### src/rtl/srq_pkg.sv
// Package: shared state encoding for the serial receiver queue.
// Assumes: nothing beyond IEEE 1800-2017.
package srq_pkg;
    typedef enum logic [2:0] {
        RX_IDLE  = 3'd0,
        RX_START = 3'd1,
        RX_DATA  = 3'd2,
        RX_STOP  = 3'd3,
        RX_BREAK = 3'd4
    } rx_state_t;
endpackage

### src/rtl/srq_line_sync.sv
// Module: srq_line_sync
// Brings the asynchronous serial line into the clock domain with a flop chain.
// Assumes: the line idles high, so every stage resets to 1.
module srq_line_sync #(
    parameter int unsigned STAGES = 2
) (
    input  logic clk,
    input  logic rst_n,
    input  logic line_in,
    output logic line_out
);
    logic [STAGES-1:0] chain;

    // Shift the raw line through the synchroniser stages.
    always_ff @(posedge clk) begin
        if (!rst_n) chain <= '1;
        else        chain <= {chain[STAGES-2:0], line_in};
    end

    assign line_out = chain[STAGES-1];
endmodule

### src/rtl/srq_framer.sv
// Module: srq_framer
// Recovers one frame per start bit from a 16x oversampled line.
// It checks the start at its centre, takes each data bit at mid-bit (LSB first),
// and samples the stop bit. It issues a one-cycle done pulse with the word,
// the ninth bit and the framing status.
// Assumes: tick is a one-cycle strobe; the line is already synchronised.
module srq_framer
    import srq_pkg::*;
#(
    parameter int unsigned DATA_W = 8,
    parameter int unsigned OVS    = 16
) (
    input  logic              clk,
    input  logic              rst_n,
    input  logic              enable,
    input  logic              ninth_en,
    input  logic              tick,
    input  logic              line,
    output logic              done,
    output logic [DATA_W-1:0] word,
    output logic              bit9,
    output logic              ferr
);
    localparam int unsigned CNT_W = $clog2(OVS);
    localparam int unsigned HALF  = OVS / 2;
    localparam int unsigned BIT_W = $clog2(DATA_W + 2);

    rx_state_t          st;
    logic [CNT_W-1:0]   cnt;
    logic [BIT_W-1:0]   bitn;
    logic [DATA_W:0]    shreg;
    logic               mode9;
    logic [BIT_W-1:0]   last_bit;

    // Index of the final data bit for the mode latched at the start.
    always_comb last_bit = mode9 ? BIT_W'(DATA_W) : BIT_W'(DATA_W - 1);

    // Frame sequencing, bit sampling and result capture.
    always_ff @(posedge clk) begin
        if (!rst_n) begin
            st    <= RX_IDLE;
            cnt   <= '0;
            bitn  <= '0;
            shreg <= '0;
            mode9 <= 1'b0;
            done  <= 1'b0;
            word  <= '0;
            bit9  <= 1'b0;
            ferr  <= 1'b0;
        end else begin
            done <= 1'b0;
            if (!enable) begin
                st <= RX_IDLE;
            end else if (tick) begin
                case (st)
                    RX_IDLE: begin
                        if (!line) begin
                            st    <= RX_START;
                            cnt   <= CNT_W'(1);
                            mode9 <= ninth_en;
                        end
                    end
                    RX_START: begin
                        if (cnt == CNT_W'(HALF - 1)) begin
                            if (line) begin
                                st <= RX_IDLE;
                            end else begin
                                st   <= RX_DATA;
                                cnt  <= '0;
                                bitn <= '0;
                            end
                        end else begin
                            cnt <= cnt + 1'b1;
                        end
                    end
                    RX_DATA: begin
                        if (cnt == CNT_W'(OVS - 1)) begin
                            cnt   <= '0;
                            shreg <= {line, shreg[DATA_W:1]};
                            bitn  <= bitn + 1'b1;
                            if (bitn == last_bit) st <= RX_STOP;
                        end else begin
                            cnt <= cnt + 1'b1;
                        end
                    end
                    RX_STOP: begin
                        if (cnt == CNT_W'(OVS - 1)) begin
                            cnt  <= '0;
                            done <= 1'b1;
                            ferr <= ~line;
                            st   <= line ? RX_IDLE : RX_BREAK;
                            if (mode9) begin
                                word <= shreg[DATA_W-1:0];
                                bit9 <= shreg[DATA_W];
                            end else begin
                                word <= shreg[DATA_W:1];
                                bit9 <= 1'b0;
                            end
                        end else begin
                            cnt <= cnt + 1'b1;
                        end
                    end
                    RX_BREAK: begin
                        if (line) st <= RX_IDLE;
                    end
                    default: st <= RX_IDLE;
                endcase
            end
        end
    end
endmodule

### src/rtl/srq_queue.sv
// Module: srq_queue
// Small circular queue of status-tagged words. The head entry is visible
// combinationally. A pop on an empty queue is ignored.
// Assumes: the caller never pushes into a full queue unless it pops in the same cycle.
module srq_queue #(
    parameter int unsigned W     = 10,
    parameter int unsigned DEPTH = 2
) (
    input  logic                       clk,
    input  logic                       rst_n,
    input  logic                       push,
    input  logic [W-1:0]               din,
    input  logic                       pop,
    output logic [W-1:0]               dout,
    output logic [$clog2(DEPTH+1)-1:0] fill,
    output logic                       full,
    output logic                       empty
);
    localparam int unsigned PTR_W  = (DEPTH > 1) ? $clog2(DEPTH) : 1;
    localparam int unsigned FILL_W = $clog2(DEPTH + 1);

    logic [W-1:0]     mem [DEPTH];
    logic [PTR_W-1:0] wr_ptr;
    logic [PTR_W-1:0] rd_ptr;
    logic             pop_ok;

    assign empty  = (fill == '0);
    assign full   = (fill == FILL_W'(DEPTH));
    assign pop_ok = pop && !empty;
    assign dout   = mem[rd_ptr];

    // Next position of a pointer with explicit wrap at DEPTH.
    function automatic logic [PTR_W-1:0] bump(input logic [PTR_W-1:0] p);
        return (p == PTR_W'(DEPTH - 1)) ? '0 : p + 1'b1;
    endfunction

    // Store the incoming entry at the write pointer.
    always_ff @(posedge clk) begin
        if (!rst_n) begin
            for (int i = 0; i < DEPTH; i++) mem[i] <= '0;
        end else if (push) begin
            mem[wr_ptr] <= din;
        end
    end

    // Pointer and occupancy bookkeeping.
    always_ff @(posedge clk) begin
        if (!rst_n) begin
            wr_ptr <= '0;
            rd_ptr <= '0;
            fill   <= '0;
        end else begin
            if (push)   wr_ptr <= bump(wr_ptr);
            if (pop_ok) rd_ptr <= bump(rd_ptr);
            if (push && !pop_ok)      fill <= fill + 1'b1;
            else if (!push && pop_ok) fill <= fill - 1'b1;
        end
    end
endmodule

### src/rtl/srq_admit.sv
// Module: srq_admit
// Decides whether a completed frame enters the queue, and keeps the sticky
// overrun flag. Overrun clears whenever the receive enable is low.
// Assumes: done is a one-cycle pulse per completed frame.
module srq_admit (
    input  logic clk,
    input  logic rst_n,
    input  logic rx_en,
    input  logic done,
    input  logic full,
    input  logic pop,
    output logic push,
    output logic overrun
);
    logic room;

    // A full queue still has room if its head leaves in the same cycle.
    assign room = !full || pop;
    assign push = done && rx_en && !overrun && room;

    // Sticky overrun: set on a frame with no room, cleared by disabling reception.
    always_ff @(posedge clk) begin
        if (!rst_n)                               overrun <= 1'b0;
        else if (!rx_en)                          overrun <= 1'b0;
        else if (done && !overrun && !room)       overrun <= 1'b1;
    end
endmodule

### src/rtl/serial_rx_queue.sv
// Module: serial_rx_queue (top)
// Oversampled serial receiver feeding a queue of entries tagged with the
// ninth bit and the framing status, with a gated interrupt and sticky overrun.
// Assumes: baud_tick pulses at OVS times the bit rate; the line idles high.
module serial_rx_queue #(
    parameter int unsigned DATA_W      = 8,
    parameter int unsigned OVS         = 16,
    parameter int unsigned DEPTH       = 2,
    parameter int unsigned SYNC_STAGES = 2
) (
    input  logic              clk,
    input  logic              rst_n,
    input  logic              rx_en,
    input  logic              ninth_en,
    input  logic              irq_en,
    input  logic              baud_tick,
    input  logic              rx_line,
    input  logic              rd_pop,
    output logic [DATA_W-1:0] rd_data,
    output logic              rd_bit9,
    output logic              rd_ferr,
    output logic              data_avail,
    output logic              irq,
    output logic              overrun
);
    localparam int unsigned ENT_W  = DATA_W + 2;
    localparam int unsigned FILL_W = $clog2(DEPTH + 1);

    logic              line_s;
    logic              f_done;
    logic [DATA_W-1:0] f_word;
    logic              f_bit9;
    logic              f_ferr;
    logic              push_w;
    logic              q_full;
    logic              q_empty;
    logic [FILL_W-1:0] q_fill;
    logic [ENT_W-1:0]  q_head;

    srq_line_sync #(.STAGES(SYNC_STAGES)) u_sync (
        .clk      (clk),
        .rst_n    (rst_n),
        .line_in  (rx_line),
        .line_out (line_s)
    );

    srq_framer #(.DATA_W(DATA_W), .OVS(OVS)) u_framer (
        .clk      (clk),
        .rst_n    (rst_n),
        .enable   (rx_en),
        .ninth_en (ninth_en),
        .tick     (baud_tick),
        .line     (line_s),
        .done     (f_done),
        .word     (f_word),
        .bit9     (f_bit9),
        .ferr     (f_ferr)
    );

    srq_admit u_admit (
        .clk     (clk),
        .rst_n   (rst_n),
        .rx_en   (rx_en),
        .done    (f_done),
        .full    (q_full),
        .pop     (rd_pop),
        .push    (push_w),
        .overrun (overrun)
    );

    srq_queue #(.W(ENT_W), .DEPTH(DEPTH)) u_fifo (
        .clk   (clk),
        .rst_n (rst_n),
        .push  (push_w),
        .din   ({f_ferr, f_bit9, f_word}),
        .pop   (rd_pop),
        .dout  (q_head),
        .fill  (q_fill),
        .full  (q_full),
        .empty (q_empty)
    );

    assign rd_data    = q_head[DATA_W-1:0];
    assign rd_bit9    = q_head[DATA_W];
    assign rd_ferr    = q_head[DATA_W+1];
    assign data_avail = !q_empty;
    assign irq        = data_avail && irq_en;
endmodule

### config.mk
export PLATFORM = sky130hd
export DESIGN_NAME = serial_rx_queue
export DESIGN_NICKNAME = d
export VERILOG_FILES = /design/src/rtl/srq_pkg.sv /design/src/rtl/srq_line_sync.sv /design/src/rtl/srq_framer.sv /design/src/rtl/srq_queue.sv /design/src/rtl/srq_admit.sv /design/src/rtl/serial_rx_queue.sv
export SDC_FILE = /design/constraint.sdc
export NUM_CORES = 1
export LEC_CHECK = 0
export ABC_AREA = 1
export BUFFER_PORTS_ARGS = -buffer_cell sky130_fd_sc_hd__buf_4
export CORE_ASPECT_RATIO = 1.25
export CORE_MARGIN = 5
export CORE_UTILIZATION = 35
export DETAILED_ROUTE_END_ITERATION = 6
export GPL_TIMING_DRIVEN = 0
export PLACE_DENSITY = 0.57
export SKIP_LAST_GASP = 1
export SLEW_MARGIN = 30
export SYNTH_ARGS = -nofsm -noshare
export SYNTH_HDL_FRONTEND = slang
export SYNTH_SLANG_ARGS = --single-unit
### constraint.sdc
create_clock -name clk -period 2.2 [get_ports clk]
set_clock_uncertainty 0.05 [all_clocks]
set_input_delay 0 -clock clk [delete_from_list [all_inputs] [get_ports clk]]
set_output_delay 0 -clock clk [all_outputs]
set_load 0.005 [all_outputs]
==> impl_metrics.yaml <==
sta:
  hold_viol_final: 0
  maxSlewHeadroom_pct: 66.31
  fmax_mhz: 565.1
  rsz0062_at_grt: "false"
  worstMarginPinSlew_ns: 0.5053
  timing.final.crit_share_pct: 80.44
  fin_crit_ns: 1.770
  setup_violations: 0
  fin_tns_setup_ns: 0
  slew_violations: 0
cts:
  clock_latency_ns: 0.33
  cts.sinks: 60
  h-tree-depth: 3
  clk_path_buf_depth: 2
  root_buffer: "clkbuf_8"
  cts_buffers: 9
  clk_pin_slew_ns: 0.07
  cts_resized: 0
  post_cts_buffers: 0
  cts.hold.buffers_added: 6
  cts_tree: "built"
critical_path:
  path_common_cell: "nand2_1"
  path_cells: "inv_1, nand3_1, nand2_1, nor2_1, nand2_1, buf_2, nand2_1"
  required_ns: 2.12
  end_kind: "flop"
  start_kind: "flop"
  max_stage_delay_ns: 0.36
  crit_fanout: 10
  arrival_ns: 1.69
  r2r_start: "u_fifo.fill[0]"
  worstRegToRegCells: 7
  crit_type: "flop to flop"
  rr_endpoint: "u_fifo.mem[0][8]"
  cp_slowest_cell: "dfxtp_1"
  r2r_slack_ns: 0.43
die:
  die_area_um2: 9897
  placementRows: 36
  dieWidth_um: 89.99
  core_um2: 7792
  chipHeight_um: 110.0
  start_util_pct: 35.92
  num_io_pins: 21
synth:
  synth_async_sr_flop_share_pct: 0
  ys_warn_count: 0
  netlist_area_um2: 2799
  syn_area_per_cell_um2: 8.305
  synth-seq-area-share_pct: 50.07
  ys_types: 32
  syn_inst: 337
  synth_edf_count: 20
  yosys_register_bits: 60
  syn_nets: 348
  ys.flop_type: "dfxtp_1"
route:
  ant_nets: 0
  drt_iter0_drc: 83
  dr.pass1.iters: 4
  viasPerCell: 4.608
  routed-via-count: 2184
  avgRoutedWirePerCell_um: 11.66
  drc: 0
  finalWirelength_um: 5529
power_and_ir_drop:
  p_leak_nw: 1.292
  p_seq_share_pct: 53.0
  p_sw_mw: 0.5633
  p_comb_share_pct: 9.3
  intPower_mw: 1.677
  p_clk_share_pct: 37.7
  irDropWorstVdd_uv: 329.4
  p_sw_share_pct: 25.14
  p_per_area_nw_per_um2: 679.5
final_layout:
  register_area_um2: 1401
  num-fill-cells: 820
  drive_above_1_share_pct: 21.64
  final_util_pct: 42.31
  multi_input_area_um2: 1191
  antenna_cells: 0
  nets: 385
  area_growth_pct: 17.79
  mostFrequentLayoutCells: "nand2_1 (56), nor2_1 (56), dfxtp_1 (40)"
grt:
  grt_use_total_pct: 11.98
  first_global_vias: 2093
  grt_start_max_net_pins: 12
  grt_overflow: 0
  grt_antenna_before_repair: 0
  grt_pass1_wl_um: 9556
min_path:
  hp-class: "primary input to flop"
  hold_depth: 5
  min_from: "baud_tick"
  min_to: "u_framer.bitn[2]"
placed_design:
  portBuffers: 20
  gp_congestion: 0.8086
  hpwl_um: 4173
status:
  outcome: "completed"
job:
  drv_cap: 0
[power by group through the flow]
| stage | clock [mW] | sequential [mW] | combinational [mW] |
|---|---|---|---|
| final | 0.845 | 1.19 | 0.209 |
| after detailed placement | 0 | 1.21 | 0.205 |
| after global routing | 0.930 | 1.19 | 0.232 |
| after CTS | 0.877 | 1.19 | 0.212 |
| after global placement | 0 | 1.21 | 0.201 |
| after floorplan | 0 | 1.21 | 0.128 |
[synthesized netlist by cell type (3+ instances only)]
cell type   n  area, um2
mux2_2     10      112.6
buf_2       4      20.02
nand2_1    56      210.2
nor2_2      4      25.02
nand4_1     3      18.77
dfxtp_1    40      800.8
ha_1        3      37.54
nand3_1    21      105.1
edfxtp_1   20      600.6
inv_2       7      26.28
nand2_2     5      31.28
a21oi_1    22      110.1
nand3_2     3      30.03
nor2_1     56      210.2
o21ai_0    28      140.1
nor2_4      4      45.04
inv_1      29      108.9
o21ai_1     3      15.01
[how the worst max path moves through the flow]
stage	start	endpoint	slack, ns	cells after the start
floorplan	u_fifo.fill[0]	u_fifo.mem[0][0]	0.70	7
global placement	u_fifo.fill[0]	u_fifo.mem[0][3]	0.44	7
detailed placement	u_fifo.fill[0]	u_fifo.mem[0][4]	0.40	7
CTS	u_fifo.fill[0]	u_fifo.mem[0][8]	0.38	7
global route	u_fifo.fill[0]	u_fifo.mem[0][8]	0.26	7
finish	u_fifo.fill[0]	u_fifo.mem[0][8]	0.43	7
[metrics by stage]
step / cells / power (mW) / instance area [um2] / hold slack, ns / worst slack [ns]
2_1_floorplan: 337 / 1.336 / 2799 / 0.03986 / 0.6978
3_3_place_gp: 452 / 1.413 / 3068 / 0.1397 / 0.4434
3_5_place_dp: 452 / 1.417 / 3068 / 0.1446 / 0.4016
6_report: 474 / 2.240 / 3297 / 0.09849 / 0.4304
4_1_cts: 474 / 2.277 / 3297 / 0.08495 / 0.3847
5_1_grt: 474 / 2.352 / 3297 / 0.1220 / 0.2595
[logic make-up (layout without fill, tap and decap cells)]
group | after synthesis | count (layout) | share of synthesized area [%]
buffers and inverters | 47 | 89 | 7.376
adder cells (fa/ha/maj) | 3 | 3 | 1.341
AO/OA/AOI/OAI | 58 | 58 | 10.86
AND/OR/NAND/NOR | 156 | 156 | 25.39
XOR/XNOR | 3 | 3 | 0.9389
flip-flops | 60 | 60 | 50.07
multiplexers | 10 | 10 | 4.023
[worst max-delay path: cells and delay by family, from the launching register on]
kind | cells | cell delay [ns]
buffers and inverters | 2 | 0.29
DFF | 1 | 0.36
and+or+nand+nor | 5 | 0.70
[routing by layer]
layer | share of wire, % | global-route usage, % | wire (um) | vias up
li1 | - | - | - | 1175
met1 | 44 | 13.31 | 2408 | 977
met2 | 52 | 21.76 | 2864 | 24
met3 | 2.9 | 3.123 | 160 | 8
met4 | 1.7 | 5.106 | 95 | 0
met5 | 0 | 0 | 0 | -
[cell type report]
type / instances / share of cell area (%)
sequential: 60 / 42.50
multi-input combinational: 230 / 36.13
timing repair buffer: 26 / 6.376
inverter: 39 / 4.668
clock buffer: 10 / 3.871
tap: 95 / 3.605
buffer: 8 / 1.594
clock inverter: 6 / 1.252
[registers in the layout, summed over array words and instances, names as in the netlist, 2 cells and up, named ones only]
register,count
u_framer.bitn,4
u_fifo.fill,2
u_sync.chain,2
u_framer.cnt,4
u_framer.word,8
u_framer.st,3
u_framer.shreg,9
u_fifo.mem,20
No activity file was read; power rests on OpenSTA's default activity.
